<file path="src/rtl/itc_pkg.sv">
package itc_pkg;

    typedef enum logic [2:0] {
        MD_TC_IRQ    = 3'd0,
        MD_ONESHOT   = 3'd1,
        MD_RATE      = 3'd2,
        MD_SQUARE    = 3'd3,
        MD_SW_STROBE = 3'd4,
        MD_HW_STROBE = 3'd5
    } itc_mode_e;

    typedef enum logic [2:0] {
        ST_IDLE  = 3'd0,
        ST_ARMED = 3'd1,
        ST_RUN   = 3'd2,
        ST_PULSE = 3'd3,
        ST_DONE  = 3'd4
    } itc_state_e;

endpackage

</file>
<file path="src/rtl/itc_gate_sync.sv">
module itc_gate_sync #(
    parameter int unsigned STAGES = 2
) (
    input  logic clk,
    input  logic rst_n,
    input  logic gate_in,
    output logic gate_lvl,
    output logic gate_rise
);
    // STAGES must be at least 2
    logic [STAGES-1:0] sync_q;
    logic              last_q;

    always_ff @(posedge clk or negedge rst_n) begin
        if (!rst_n) begin
            sync_q <= '0;
            last_q <= 1'b0;
        end else begin
            sync_q <= {sync_q[STAGES-2:0], gate_in};
            last_q <= sync_q[STAGES-1];
        end
    end

    assign gate_lvl  = sync_q[STAGES-1];
    assign gate_rise = sync_q[STAGES-1] & ~last_q;
endmodule

</file>
<file path="src/rtl/itc_host_port.sv">
module itc_host_port
    import itc_pkg::*;
#(
    parameter int unsigned BYTE_W = 8,
    localparam int unsigned CNT_W = 2 * BYTE_W
) (
    input  logic              clk,
    input  logic              rst_n,
    input  logic              wr_en,
    input  logic              wr_addr,
    input  logic [BYTE_W-1:0] wr_data,
    input  logic              rd_en,
    input  logic [CNT_W-1:0]  cur_cnt,
    output logic              mode_wr,
    output itc_mode_e         mode_code,
    output logic              load_pulse,
    output logic [CNT_W:0]    load_val,
    output logic [BYTE_W-1:0] rd_data
);
    logic [BYTE_W-1:0] lo_hold;
    logic              wr_hi;
    logic              rd_hi;
    logic              cnt_wr;
    logic [CNT_W-1:0]  raw_cnt;

    assign mode_wr    = wr_en & ~wr_addr;
    assign cnt_wr     = wr_en &  wr_addr;
    assign load_pulse = cnt_wr & wr_hi;
    assign raw_cnt    = {wr_data, lo_hold};
    // zero stands for the full range
    assign load_val   = (raw_cnt == '0) ? {1'b1, {CNT_W{1'b0}}} : {1'b0, raw_cnt};

    always_comb begin
        if (wr_data[2:1] == 2'b11) mode_code = itc_mode_e'({1'b0, wr_data[1:0]});
        else                       mode_code = itc_mode_e'(wr_data[2:0]);
    end

    always_ff @(posedge clk or negedge rst_n) begin
        if (!rst_n) begin
            lo_hold <= '0;
            wr_hi   <= 1'b0;
            rd_hi   <= 1'b0;
            rd_data <= '0;
        end else begin
            if (mode_wr) begin
                wr_hi <= 1'b0;
            end else if (cnt_wr) begin
                if (!wr_hi) lo_hold <= wr_data;
                wr_hi <= ~wr_hi;
            end
            if (mode_wr)    rd_hi <= 1'b0;
            else if (rd_en) rd_hi <= ~rd_hi;
            if (rd_en) rd_data <= rd_hi ? cur_cnt[CNT_W-1:BYTE_W] : cur_cnt[BYTE_W-1:0];
        end
    end
endmodule

</file>
<file path="src/rtl/itc_count_core.sv">
module itc_count_core
    import itc_pkg::*;
#(
    parameter int unsigned CNT_W = 16,
    localparam int unsigned VAL_W = CNT_W + 1
) (
    input  logic             clk,
    input  logic             rst_n,
    input  logic             mode_wr,
    input  itc_mode_e        mode_code,
    input  logic             load_pulse,
    input  logic [VAL_W-1:0] load_val,
    input  logic             gate_lvl,
    input  logic             gate_rise,
    output logic             tmr_out,
    output itc_mode_e        cur_mode,
    output logic [CNT_W-1:0] cur_cnt
);
    localparam logic [VAL_W-1:0] ONE = VAL_W'(1);

    itc_state_e       state_q, state_d;
    itc_mode_e        mode_q;
    logic [VAL_W-1:0] cnt_q, cnt_d;
    logic [VAL_W-1:0] init_q;
    logic [VAL_W-1:0] period_q, period_d;
    logic [VAL_W-1:0] init_nx;
    logic             restart_on_load, edge_mode, periodic, count_en;

    assign restart_on_load = (mode_q == MD_TC_IRQ)  || (mode_q == MD_SW_STROBE);
    assign edge_mode       = (mode_q == MD_ONESHOT) || (mode_q == MD_HW_STROBE);
    assign periodic        = (mode_q == MD_RATE)    || (mode_q == MD_SQUARE);
    assign count_en        = edge_mode | gate_lvl;
    assign init_nx         = load_pulse ? load_val : init_q;

    always_comb begin
        state_d  = state_q;
        cnt_d    = cnt_q;
        period_d = period_q;
        if (mode_wr) begin
            state_d  = ST_IDLE;
            cnt_d    = '0;
            period_d = '0;
        end else if (load_pulse && restart_on_load) begin
            state_d = ST_RUN;
            cnt_d   = load_val;
        end else if (edge_mode && gate_rise && (state_q != ST_IDLE || load_pulse)) begin
            state_d = ST_RUN;
            cnt_d   = init_nx;
        end else if (edge_mode && load_pulse && state_q == ST_IDLE) begin
            state_d = ST_ARMED;
        end else if (periodic && load_pulse && state_q == ST_IDLE) begin
            state_d  = ST_RUN;
            cnt_d    = load_val;
            period_d = load_val;
        end else if (periodic && gate_rise && state_q == ST_RUN) begin
            cnt_d    = init_nx;
            period_d = init_nx;
        end else begin
            unique case (state_q)
                ST_RUN: begin
                    if (count_en) begin
                        if (cnt_q == ONE) begin
                            unique case (mode_q)
                                MD_TC_IRQ:    state_d = ST_DONE;
                                MD_ONESHOT:   state_d = ST_ARMED;
                                MD_RATE,
                                MD_SQUARE: begin
                                    cnt_d    = init_nx;
                                    period_d = init_nx;
                                end
                                MD_SW_STROBE,
                                MD_HW_STROBE: begin
                                    state_d = ST_PULSE;
                                    cnt_d   = '0;
                                end
                                default: ;
                            endcase
                        end else begin
                            cnt_d = cnt_q - ONE;
                        end
                    end
                end
                ST_PULSE: state_d = (mode_q == MD_SW_STROBE) ? ST_DONE : ST_ARMED;
                default: ;
            endcase
        end
    end

    always_ff @(posedge clk or negedge rst_n) begin
        if (!rst_n) begin
            state_q  <= ST_IDLE;
            mode_q   <= MD_TC_IRQ;
            cnt_q    <= '0;
            init_q   <= '0;
            period_q <= '0;
        end else begin
            state_q  <= state_d;
            cnt_q    <= cnt_d;
            period_q <= period_d;
            if (mode_wr)    mode_q <= mode_code;
            if (load_pulse) init_q <= load_val;
        end
    end

    always_comb begin
        unique case (state_q)
            ST_IDLE:  tmr_out = (mode_q != MD_TC_IRQ);
            ST_ARMED: tmr_out = 1'b1;
            ST_PULSE: tmr_out = 1'b0;
            ST_DONE:  tmr_out = 1'b1;
            ST_RUN: begin
                unique case (mode_q)
                    MD_TC_IRQ,
                    MD_ONESHOT: tmr_out = 1'b0;
                    MD_RATE:    tmr_out = !(cnt_q == ONE && gate_lvl);
                    MD_SQUARE:  tmr_out = !gate_lvl || (cnt_q > (period_q >> 1));
                    default:    tmr_out = 1'b1;
                endcase
            end
            default:  tmr_out = 1'b1;
        endcase
    end

    assign cur_mode = mode_q;
    assign cur_cnt  = cnt_q[CNT_W-1:0];
endmodule

</file>
<file path="src/rtl/interval_timer_channel.sv">
module interval_timer_channel
    import itc_pkg::*;
#(
    parameter int unsigned BYTE_W      = 8,
    parameter int unsigned SYNC_STAGES = 2
) (
    input  logic              clk,
    input  logic              rst_n,
    input  logic              wr_en,
    input  logic              wr_addr,
    input  logic [BYTE_W-1:0] wr_data,
    input  logic              rd_en,
    output logic [BYTE_W-1:0] rd_data,
    input  logic              gate_in,
    output logic              tmr_out
);
    localparam int unsigned CNT_W = 2 * BYTE_W;

    logic             host_mode_wr;
    itc_mode_e        host_mode_code;
    logic             host_load;
    logic [CNT_W:0]   host_load_val;
    logic             sync_lvl;
    logic             sync_rise;
    itc_mode_e        core_mode;
    logic [CNT_W-1:0] core_cnt;

    itc_gate_sync #(.STAGES(SYNC_STAGES)) u_sync (
        .clk      (clk),
        .rst_n    (rst_n),
        .gate_in  (gate_in),
        .gate_lvl (sync_lvl),
        .gate_rise(sync_rise)
    );

    itc_host_port #(.BYTE_W(BYTE_W)) u_host (
        .clk       (clk),
        .rst_n     (rst_n),
        .wr_en     (wr_en),
        .wr_addr   (wr_addr),
        .wr_data   (wr_data),
        .rd_en     (rd_en),
        .cur_cnt   (core_cnt),
        .mode_wr   (host_mode_wr),
        .mode_code (host_mode_code),
        .load_pulse(host_load),
        .load_val  (host_load_val),
        .rd_data   (rd_data)
    );

    itc_count_core #(.CNT_W(CNT_W)) u_core (
        .clk       (clk),
        .rst_n     (rst_n),
        .mode_wr   (host_mode_wr),
        .mode_code (host_mode_code),
        .load_pulse(host_load),
        .load_val  (host_load_val),
        .gate_lvl  (sync_lvl),
        .gate_rise (sync_rise),
        .tmr_out   (tmr_out),
        .cur_mode  (core_mode),
        .cur_cnt   (core_cnt)
    );
endmodule

</file>
<file path="config.mk">
export PLATFORM = sky130hd
export DESIGN_NAME = interval_timer_channel
export DESIGN_NICKNAME = d
export VERILOG_FILES = /design/src/rtl/itc_pkg.sv /design/src/rtl/itc_gate_sync.sv /design/src/rtl/itc_host_port.sv /design/src/rtl/itc_count_core.sv /design/src/rtl/interval_timer_channel.sv
export SDC_FILE = /design/constraint.sdc
export NUM_CORES = 1
export LEC_CHECK = 0
export BUFFER_PORTS_ARGS = -buffer_cell sky130_fd_sc_hd__buf_2
export CAP_MARGIN = 15
export CELL_PAD_IN_SITES_DETAIL_PLACEMENT = 1
export CELL_PAD_IN_SITES_GLOBAL_PLACEMENT = 1
export CORE_MARGIN = 1
export CORE_UTILIZATION = 25
export CTS_CLUSTER_SIZE = 30
export DETAILED_ROUTE_END_ITERATION = 6
export GPL_TIMING_DRIVEN = 0
export PLACE_DENSITY_LB_ADDON = 0.1
export SETUP_SLACK_MARGIN = 0.2
export SLEW_MARGIN = 20
export SYNTH_ARGS = -nofsm -noshare
export SYNTH_HDL_FRONTEND = slang
export SYNTH_SLANG_ARGS = --single-unit
export TNS_END_PERCENT = 5
</file>
<file path="constraint.sdc">
create_clock -name clk -period 3.2 [get_ports clk]
set_input_delay 0.32 -clock clk [delete_from_list [all_inputs] [get_ports clk]]
set_output_delay 0.32 -clock clk [all_outputs]
set_load 0.01 [all_outputs]
</file>
Word-level counts from Yosys, hierarchy flattened
Index checks and enable logic that the tools add are counted.
{"block": "totals", "latch_bits": 0, "elab_cells": 120, "register_bits": 78, "input_bits": 14, "memories": 0, "rom_bits": 0, "ram_bits": 0, "output_inout_bits": 9}
{"block": "classes", "n_bitwise": 10, "order_cmp": 1, "addsub": 1, "n_eq_ne": 18, "multipliers": 0, "shifts": 0, "n_reduce_logical": 38, "n_mux": 41, "div": 0}
{"operator": "2-to-1 mux 17 bit", "n": 21}
{"operator": "one-hot mux 17 bit (2 select lines)", "n": 1}
{"operator": "2-to-1 mux 3 bit", "n": 10}
{"operator": "== test 17 x 1 -> 1 bit (second input constant)", "n": 1}
{"operator": "> comparator 17 x 16 -> 1 bit", "n": 1}
{"operator": "subtractor 17 x 1 -> 17 bit (second input constant)", "n": 1}
{"operator": "logical NOT 16 bit", "n": 1}
{"operator": "nonzero test 4 bit", "n": 4}
{"operator": "== test 3 x 2 -> 1 bit (second input constant)", "n": 4}
{"operator": "nonzero test 6 bit", "n": 2}
{"operator": "logical AND 1 bit", "n": 10}
{"operator": "!= test 9 x 3 -> 1 bit (second input constant)", "n": 1}
{"operator": "one-hot mux 3 bit (3 select lines)", "n": 1}
{"operator": "2-to-1 mux 8 bit", "n": 1}
{"operator": "!= test 8 x 4 -> 1 bit (second input constant)", "n": 1}
{"operator": "!= test 7 x 2 -> 1 bit (second input constant)", "n": 1}
{"operator": "!= test 7 x 3 -> 1 bit (second input constant)", "n": 1}
{"operator": "AND reduction 7 bit", "n": 1}
{"operator": "nonzero test 7 bit", "n": 1}
{"operator": "== test 3 bit (second input constant)", "n": 2}
{"operator": "logical NOT 3 bit", "n": 2}
{"operator": "!= test 2 bit (second input constant)", "n": 3}
{"operator": "!= test 6 x 2 -> 1 bit (second input constant)", "n": 1}
{"operator": "one-hot mux 1 bit (3 select lines)", "n": 2}
{"operator": "16 further kinds", "n": 35}

Longest topological paths before layout
{"block": "logic_depth", "depth_word": 13, "depth_mapped": 9, "mapped_depth_nobuf": 8}

Hierarchy
From an unflattened synthesis, not the netlist that was laid out.
{"block": "hier_totals", "hier_cells": 521, "hier_area_um2": 4854.7}
{"mod": "itc_count_core", "cells_each": 433, "n_inst": 1, "seq_area_each_um2": 1401.3, "area_each_um2": 3888.7}
{"mod": "itc_host_port", "cells_each": 84, "n_inst": 1, "seq_area_each_um2": 450.4, "area_each_um2": 877.1}
{"mod": "itc_gate_sync", "cells_each": 4, "n_inst": 1, "seq_area_each_um2": 75.1, "area_each_um2": 88.8}

Least setup slack after synthesis
Ideal clock, no wire load.
{"block": "synth_timing", "path_kind": "register to register", "from": "register u_core.cnt_q[1]", "to": "register u_core.cnt_q[3]", "required_time_ns": 3.072, "setup_slack_ns": 1.063, "synth_period_minus_slack_ns": 2.137, "arrival_time_ns": 2.009, "n_path_buf": 1, "stages_incl_launch_ff": 9, "setup_time_ns": 0.128, "cell_sequence": "dfrtp_1 -> inv_1 -> ha_1 -> nor4b_4 -> and4_4 -> a311oi_2 -> nor2_2 -> buf_6 -> mux2_1"}
{"block": "synth_between", "elab_chain_cells": 10, "word_cells_on_any_way": 13, "cone_classes": "add/sub (1); eq/ne (2); mux (9); reduce/logical (1)"}
{"element": "start, declared", "line_no": "itc_count_core.sv:23", "text": "logic [VAL_W-1:0] cnt_q, cnt_d;"}
{"element": "start signal, assigned", "line_no": "itc_count_core.sv:98", "text": "cnt_q <= cnt_d;"}
{"element": "subtractor 17 x 1 -> 17 bit or == test 17 x 1 -> 1 bit (tied branches)", "line_no": "itc_count_core.sv:79, itc_count_core.sv:62"}
{"element": "2-to-1 mux 17 bit", "line_no": "itc_count_core.sv:62", "text": "if (cnt_q == ONE) begin"}
{"element": "2-to-1 mux 17 bit", "line_no": "itc_count_core.sv:61", "text": "if (count_en) begin"}
{"element": "2-to-1 mux 17 bit", "line_no": "itc_count_core.sv:59", "text": "unique case (state_q)"}
{"element": "2-to-1 mux 17 bit", "line_no": "itc_count_core.sv:55", "text": "end else if (periodic && gate_rise && state_q == ST_RUN) begin"}
{"element": "2-to-1 mux 17 bit", "line_no": "itc_count_core.sv:51", "text": "end else if (periodic && load_pulse && state_q == ST_IDLE) begin"}
{"element": "2-to-1 mux 17 bit", "line_no": "itc_count_core.sv:49", "text": "end else if (edge_mode && load_pulse && state_q == ST_IDLE) begin"}
{"element": "2-to-1 mux 17 bit", "line_no": "itc_count_core.sv:46", "text": "end else if (edge_mode && gate_rise && (state_q != ST_IDLE || load_pulse)) begin"}
{"element": "2-to-1 mux 17 bit", "line_no": "itc_count_core.sv:43", "text": "end else if (load_pulse && restart_on_load) begin"}
{"element": "2-to-1 mux 17 bit", "line_no": "itc_count_core.sv:39", "text": "if (mode_wr) begin"}
Several ways; a longest one is shown, not always the timed one. The select of a mux whose other input is x is not followed.
A chain may end at the register's enable or synchronous reset.

Final worst setup path
{"block": "layout_timing", "from": "register u_core.cnt_q[4]", "to": "output port tmr_out"}
{"block": "layout_between", "elab_chain_cells": 5, "word_cells_on_any_way": 7, "cone_classes": "order compare (1); eq/ne (1); mux (2); reduce/logical (3)"}
{"element": "parallel branches: the longest is 3 deep, another holds > comparator 17 x 16 -> 1 bit"}
{"element": "one-hot mux 1 bit (3 select lines) *", "line_no": "itc_count_core.sv:112", "text": "unique case (mode_q)"}
{"element": "one-hot mux 1 bit (3 select lines) *", "line_no": "itc_count_core.sv:106", "text": "unique case (state_q)"}
{"element": "end, declared", "line_no": "interval_timer_channel.sv:15", "text": "output logic tmr_out"}
Mark *: on every way between the ends.

==> impl_metrics.py <==
metrics = {
    "status": {
        "status": "complete, no violations",
    },
    "global_route": {
        "grt_usage_pct": 19.5,
        "first_global_vias": 4488,
        "grtUsageMet1_pct": 28.4,
        "grt_pass1_wl_um": 28700,
        "grt-ovfl-total": 0,
        "antenna_violations_before_repair": 0,
        "grt_use_met3_pct": 2.72,
        "grt_start_max_net_pins": 50,
        "most_utilized_layer_in_the_global_route_result": "met2",
        "use_met2_pct": 29.8,
    },
    "worst_setup_path": {
        "crit-reg2reg-launch": "u_core.cnt_q[1]",
        "critPathLaunchType": "register",
        "critical_path_capture_point_type": "primary output",
        "cp.arrival_ps": 2670,
        "timing.critical_path.depth": 8,
        "worst-r2r-cell-count": 9,
        "critical_path.slowest_cell": "sky130_fd_sc_hd__nor4_4",
        "setup.worst_path.class": "reg2out",
        "crit_family": "simple AND/OR/NAND/NOR gates",
        "critPathBufInv": 3,
        "critical_path.max_stage_delay_ps": 420,
        "worst_ep_required_time_ps": 2880,
        "critical_path_peak_fanout": 10,
        "path_cells": "clkbuf_1 > nor4_4 > and4_4 > buf_4 > a211oi_1 > o21ai_0 > o211ai_1 > buf_2",
        "reg2reg_to": "u_core.period_q[8]",
        "flop2flop_setup_slack_ps": 430,
    },
    "sta": {
        "timing.clock.skew_ps": 10.4,
        "rsz_0062_raised_after_global_routing": "yes",
        "layout_min_cycle_time_ps": 2990,
        "finalSetupTns_ps": 0,
        "finalSetupViolations": 0,
        "maxClockFrequency_mhz": 335,
        "slew_headroom_pct": 42.0,
        "timing_max_transition_violations_final": 0,
        "timing.final.hold_violations": 0,
        "min_period_over_period_pct": 93.4,
        "worst_slew_pin_slew_ps": 871,
    },
    "cells_and_area": {
        "final_cell_area_sq_um": 5660,
        "most_common_cell_after_layout_fill_and_taps_aside": "sky130_fd_sc_hd__dfrtp_1",
        "nets": 592,
        "n_antenna_cell": 0,
        "synthToLayoutAreaGrowth_pct": 16.8,
        "mostFrequentLayoutCells": "77 x sky130_fd_sc_hd__dfrtp_1, 62 x sky130_fd_sc_hd__nand2_1, 46 x sky130_fd_sc_hd__a21oi_1, 35 x sky130_fd_sc_hd__nor2_1, 28 x sky130_fd_sc_hd__buf_2",
        "final_cell_count_no_fill": 825,
        "final_layout_size_suffix_gt1_share_pct": 16.3,
    },
    "die": {
        "die_w_um": 141,
        "core_region_area_sq_um": 18800,
        "num_io_pins": 23,
        "starting_density_of_the_core_pct": 25.7,
        "floorplan.die_area_sq_um": 19900,
        "dieHeight_um": 141,
        "rows": 50,
    },
    "pwr": {
        "p_clk_share_pct": 23.8,
        "comb_power_share_pct": 43.5,
        "seq_power_share_pct": 32.7,
        "power-per-cell-area_nw_per_um2": 880,
        "vdd_drop_max_uv": 296,
        "p_sw_share_pct": 41.8,
        "switching_power_mw": 2.08,
        "total_leakage_power_nw": 2.43,
        "cellInternalPower_mw": 2.90,
    },
    "drt": {
        "route.detailed.drc": 0,
        "antenna_violating_nets_post_route": 0,
        "wl_per_cell_um": 22.1,
        "drt-total-wl_um": 18200,
        "drt-initial-drc-count": 296,
        "vias_per_cell": 5.19,
        "via_total_after_detailed_routing": 4282,
        "detailedRoute.firstPassIterationCount": 5,
    },
    "clock_network": {
        "cts_tree": "built",
        "tritoncts_num_sinks": 77,
        "clock_latency_ps": 350,
        "clock_buffer_count_from_cts": 9,
        "root_buffer": "sky130_fd_sc_hd__clkbuf_16",
        "path_clk_slew_ps": 60,
        "clock_path_buffers": 2,
        "htreeDepth": 3,
    },
    "place": {
        "detailed_place_hpwl_um": 13800,
        "numPortBuffers": 19,
        "placed_cells_incl_taps": 807,
        "gpl.final_weighted_congestion": 0.864,
        "post_dp_cell_area_sq_um": 5300,
    },
    "synth": {
        "synth.avg_cell_area_sq_um": 9.20,
        "ys_types": 72,
        "synth.cell_area_sq_um": 4850,
        "ys_dominant_reg_cell": "sky130_fd_sc_hd__dfrtp_1",
        "synth_enable_flop_cells": 0,
        "postSynthCellCount": 527,
        "synth_sequential_area_ratio_pct": 39.8,
        "synth_warnings": 0,
        "async_reset_ff_share_pct": 100,
        "synth_fp_nets": 559,
        "synth.ff_latch_count": 77,
    },
    "hold_path": {
        "hold_end": "u_sync.sync_q[0]",
        "hold_path_startpoint": "gate_in",
        "hold_class": "in2reg",
        "worstHoldPathCells": 1,
    },
    "job": {
        "drv_cap": 0,
    },
}
area by class of cell:
class                      count  area (sq um)
fill                        2208         13200
multi-input combinational    391          2640
sequential                    77          1930
tap                          260           325
clock buffer                  10           229
buffer                        32           179
timing repair buffer          22           143
clock inverter                 6           111
inverter                      27           101
power groups by stage:
stage	clock [mW]	combinational, mW	sequential [mW]
after floorplan	0	1.54	1.51
after global placement	0	2.12	1.63
after detailed placement	0	2.14	1.64
after CTS	1.23	2.17	1.63
after global routing	1.27	2.41	1.67
final	1.18	2.17	1.63
cells in the mapped netlist, types with 4 or more instances:
| cell | number | area share [%] |
|---|---|---|
| sky130_fd_sc_hd__o21ai_1 | 7 | 0.72 |
| sky130_fd_sc_hd__nor2b_1 | 5 | 0.65 |
| sky130_fd_sc_hd__o211ai_1 | 6 | 0.93 |
| sky130_fd_sc_hd__o22ai_1 | 11 | 1.4 |
| sky130_fd_sc_hd__a22oi_1 | 8 | 1.2 |
| sky130_fd_sc_hd__xnor2_1 | 4 | 0.72 |
| sky130_fd_sc_hd__mux2_2 | 12 | 2.8 |
| sky130_fd_sc_hd__nand2b_1 | 6 | 0.77 |
| sky130_fd_sc_hd__a21o_1 | 5 | 0.77 |
| sky130_fd_sc_hd__a211oi_1 | 5 | 0.77 |
| sky130_fd_sc_hd__a221oi_1 | 7 | 1.3 |
| sky130_fd_sc_hd__nor4_1 | 9 | 1.2 |
| sky130_fd_sc_hd__inv_1 | 27 | 2.1 |
| sky130_fd_sc_hd__or3_1 | 4 | 0.52 |
| sky130_fd_sc_hd__nor2_1 | 35 | 2.7 |
| sky130_fd_sc_hd__o31ai_1 | 10 | 1.5 |
| sky130_fd_sc_hd__ha_1 | 18 | 4.6 |
| sky130_fd_sc_hd__o21ai_0 | 23 | 2.4 |
| sky130_fd_sc_hd__buf_6 | 5 | 1.2 |
| sky130_fd_sc_hd__a21oi_1 | 46 | 4.8 |
| sky130_fd_sc_hd__nor3b_1 | 4 | 0.62 |
| sky130_fd_sc_hd__dfrtp_1 | 77 | 40 |
| sky130_fd_sc_hd__nand2_1 | 62 | 4.8 |
| sky130_fd_sc_hd__clkbuf_1 | 13 | 1.0 |
| sky130_fd_sc_hd__nand4_1 | 5 | 0.65 |
| sky130_fd_sc_hd__nand3_1 | 10 | 1.0 |
| sky130_fd_sc_hd__mux2i_1 | 16 | 3.3 |
| sky130_fd_sc_hd__buf_2 | 10 | 1.0 |
| sky130_fd_sc_hd__o31ai_2 | 4 | 1.0 |
| sky130_fd_sc_hd__xor2_1 | 5 | 0.90 |
| sky130_fd_sc_hd__nor3_1 | 10 | 1.0 |
state kept, by name, summed over array words and instances (netlist names):
register and cells:
u_core.cnt_q 17, u_core.init_q 17, u_core.period_q 16, u_host.lo_hold 8
u_host.rd_data 8, u_core.cur_mode 3, u_core.state_q 3, u_sync.sync_q 2
u_host.rd_hi 1, u_host.wr_hi 1, u_sync.last_q 1
worst max path at each step:
stage                                from               end  slack (ps)
after floorplan           u_core.cnt_q[1]   u_core.cnt_q[3]        1060
after CTS                 u_core.cnt_q[0]  u_core.cnt_q[16]         140
after global placement    u_core.cnt_q[0]  u_core.cnt_q[16]         160
after global routing      u_core.cnt_q[4]           tmr_out          90
after detailed placement  u_core.cnt_q[0]  u_core.cnt_q[16]         150
final                     u_core.cnt_q[4]           tmr_out         210
timing repair:
item / in CTS / in global routing
hold buffers: 1 / 0
resized for setup: 0 / 1
buffers inserted: 1 / 0
endpoints found under the setup margin: 2 / 4
endpoints found under the hold margin: 28 / 0
cell families (layout without fill, tap and decap cells):
group / Yosys count / count (layout) / share of synthesized area (%)
and+or+nand+nor: 174 / 174 / 19.5
AOI/OAI and AO/OA: 161 / 161 / 22.3
DFF: 77 / 77 / 39.8
buffers and inverters: 59 / 97 / 5.78
muxes: 29 / 29 / 6.33
adders and majority gates: 18 / 18 / 4.65
xor gates and xnor gates: 9 / 9 / 1.63
worst register-to-register path: stages, from the launching register on:
cell and delay [ps]:
sky130_fd_sc_hd__dfrtp_1 550, sky130_fd_sc_hd__inv_1 120, sky130_fd_sc_hd__ha_1 240, sky130_fd_sc_hd__nor4b_4 140
sky130_fd_sc_hd__buf_4 180, sky130_fd_sc_hd__nand4_4 170, sky130_fd_sc_hd__a2111oi_2 100, sky130_fd_sc_hd__nor3_1 660
sky130_fd_sc_hd__buf_2 390, sky130_fd_sc_hd__a21oi_1 110
stage by stage:
step / total power [mW] / util (%) / setup WS [ps] / hold WS, ps
after global routing: 5.35 / 30.1 / 87.4 / 81.0
after global placement: 3.75 / 28.0 / 159 / 338
after CTS: 5.02 / 30.0 / 141 / 71.1
after detailed placement: 3.79 / 28.1 / 145 / 286
after floorplan: 3.05 / - / 1060 / 24.4
final: 4.98 / 30.1 / 212 / 86.0
per-layer routing:
| metal | wire length (um) | vias up |
|---|---|---|
| li1 | - | 2006 |
| met1 | 9270 | 2188 |
| met2 | 8100 | 75 |
| met3 | 562 | 13 |
| met4 | 274 | 0 |
| met5 | 0 | - |
No activity file was read; power rests on OpenSTA's default activity.
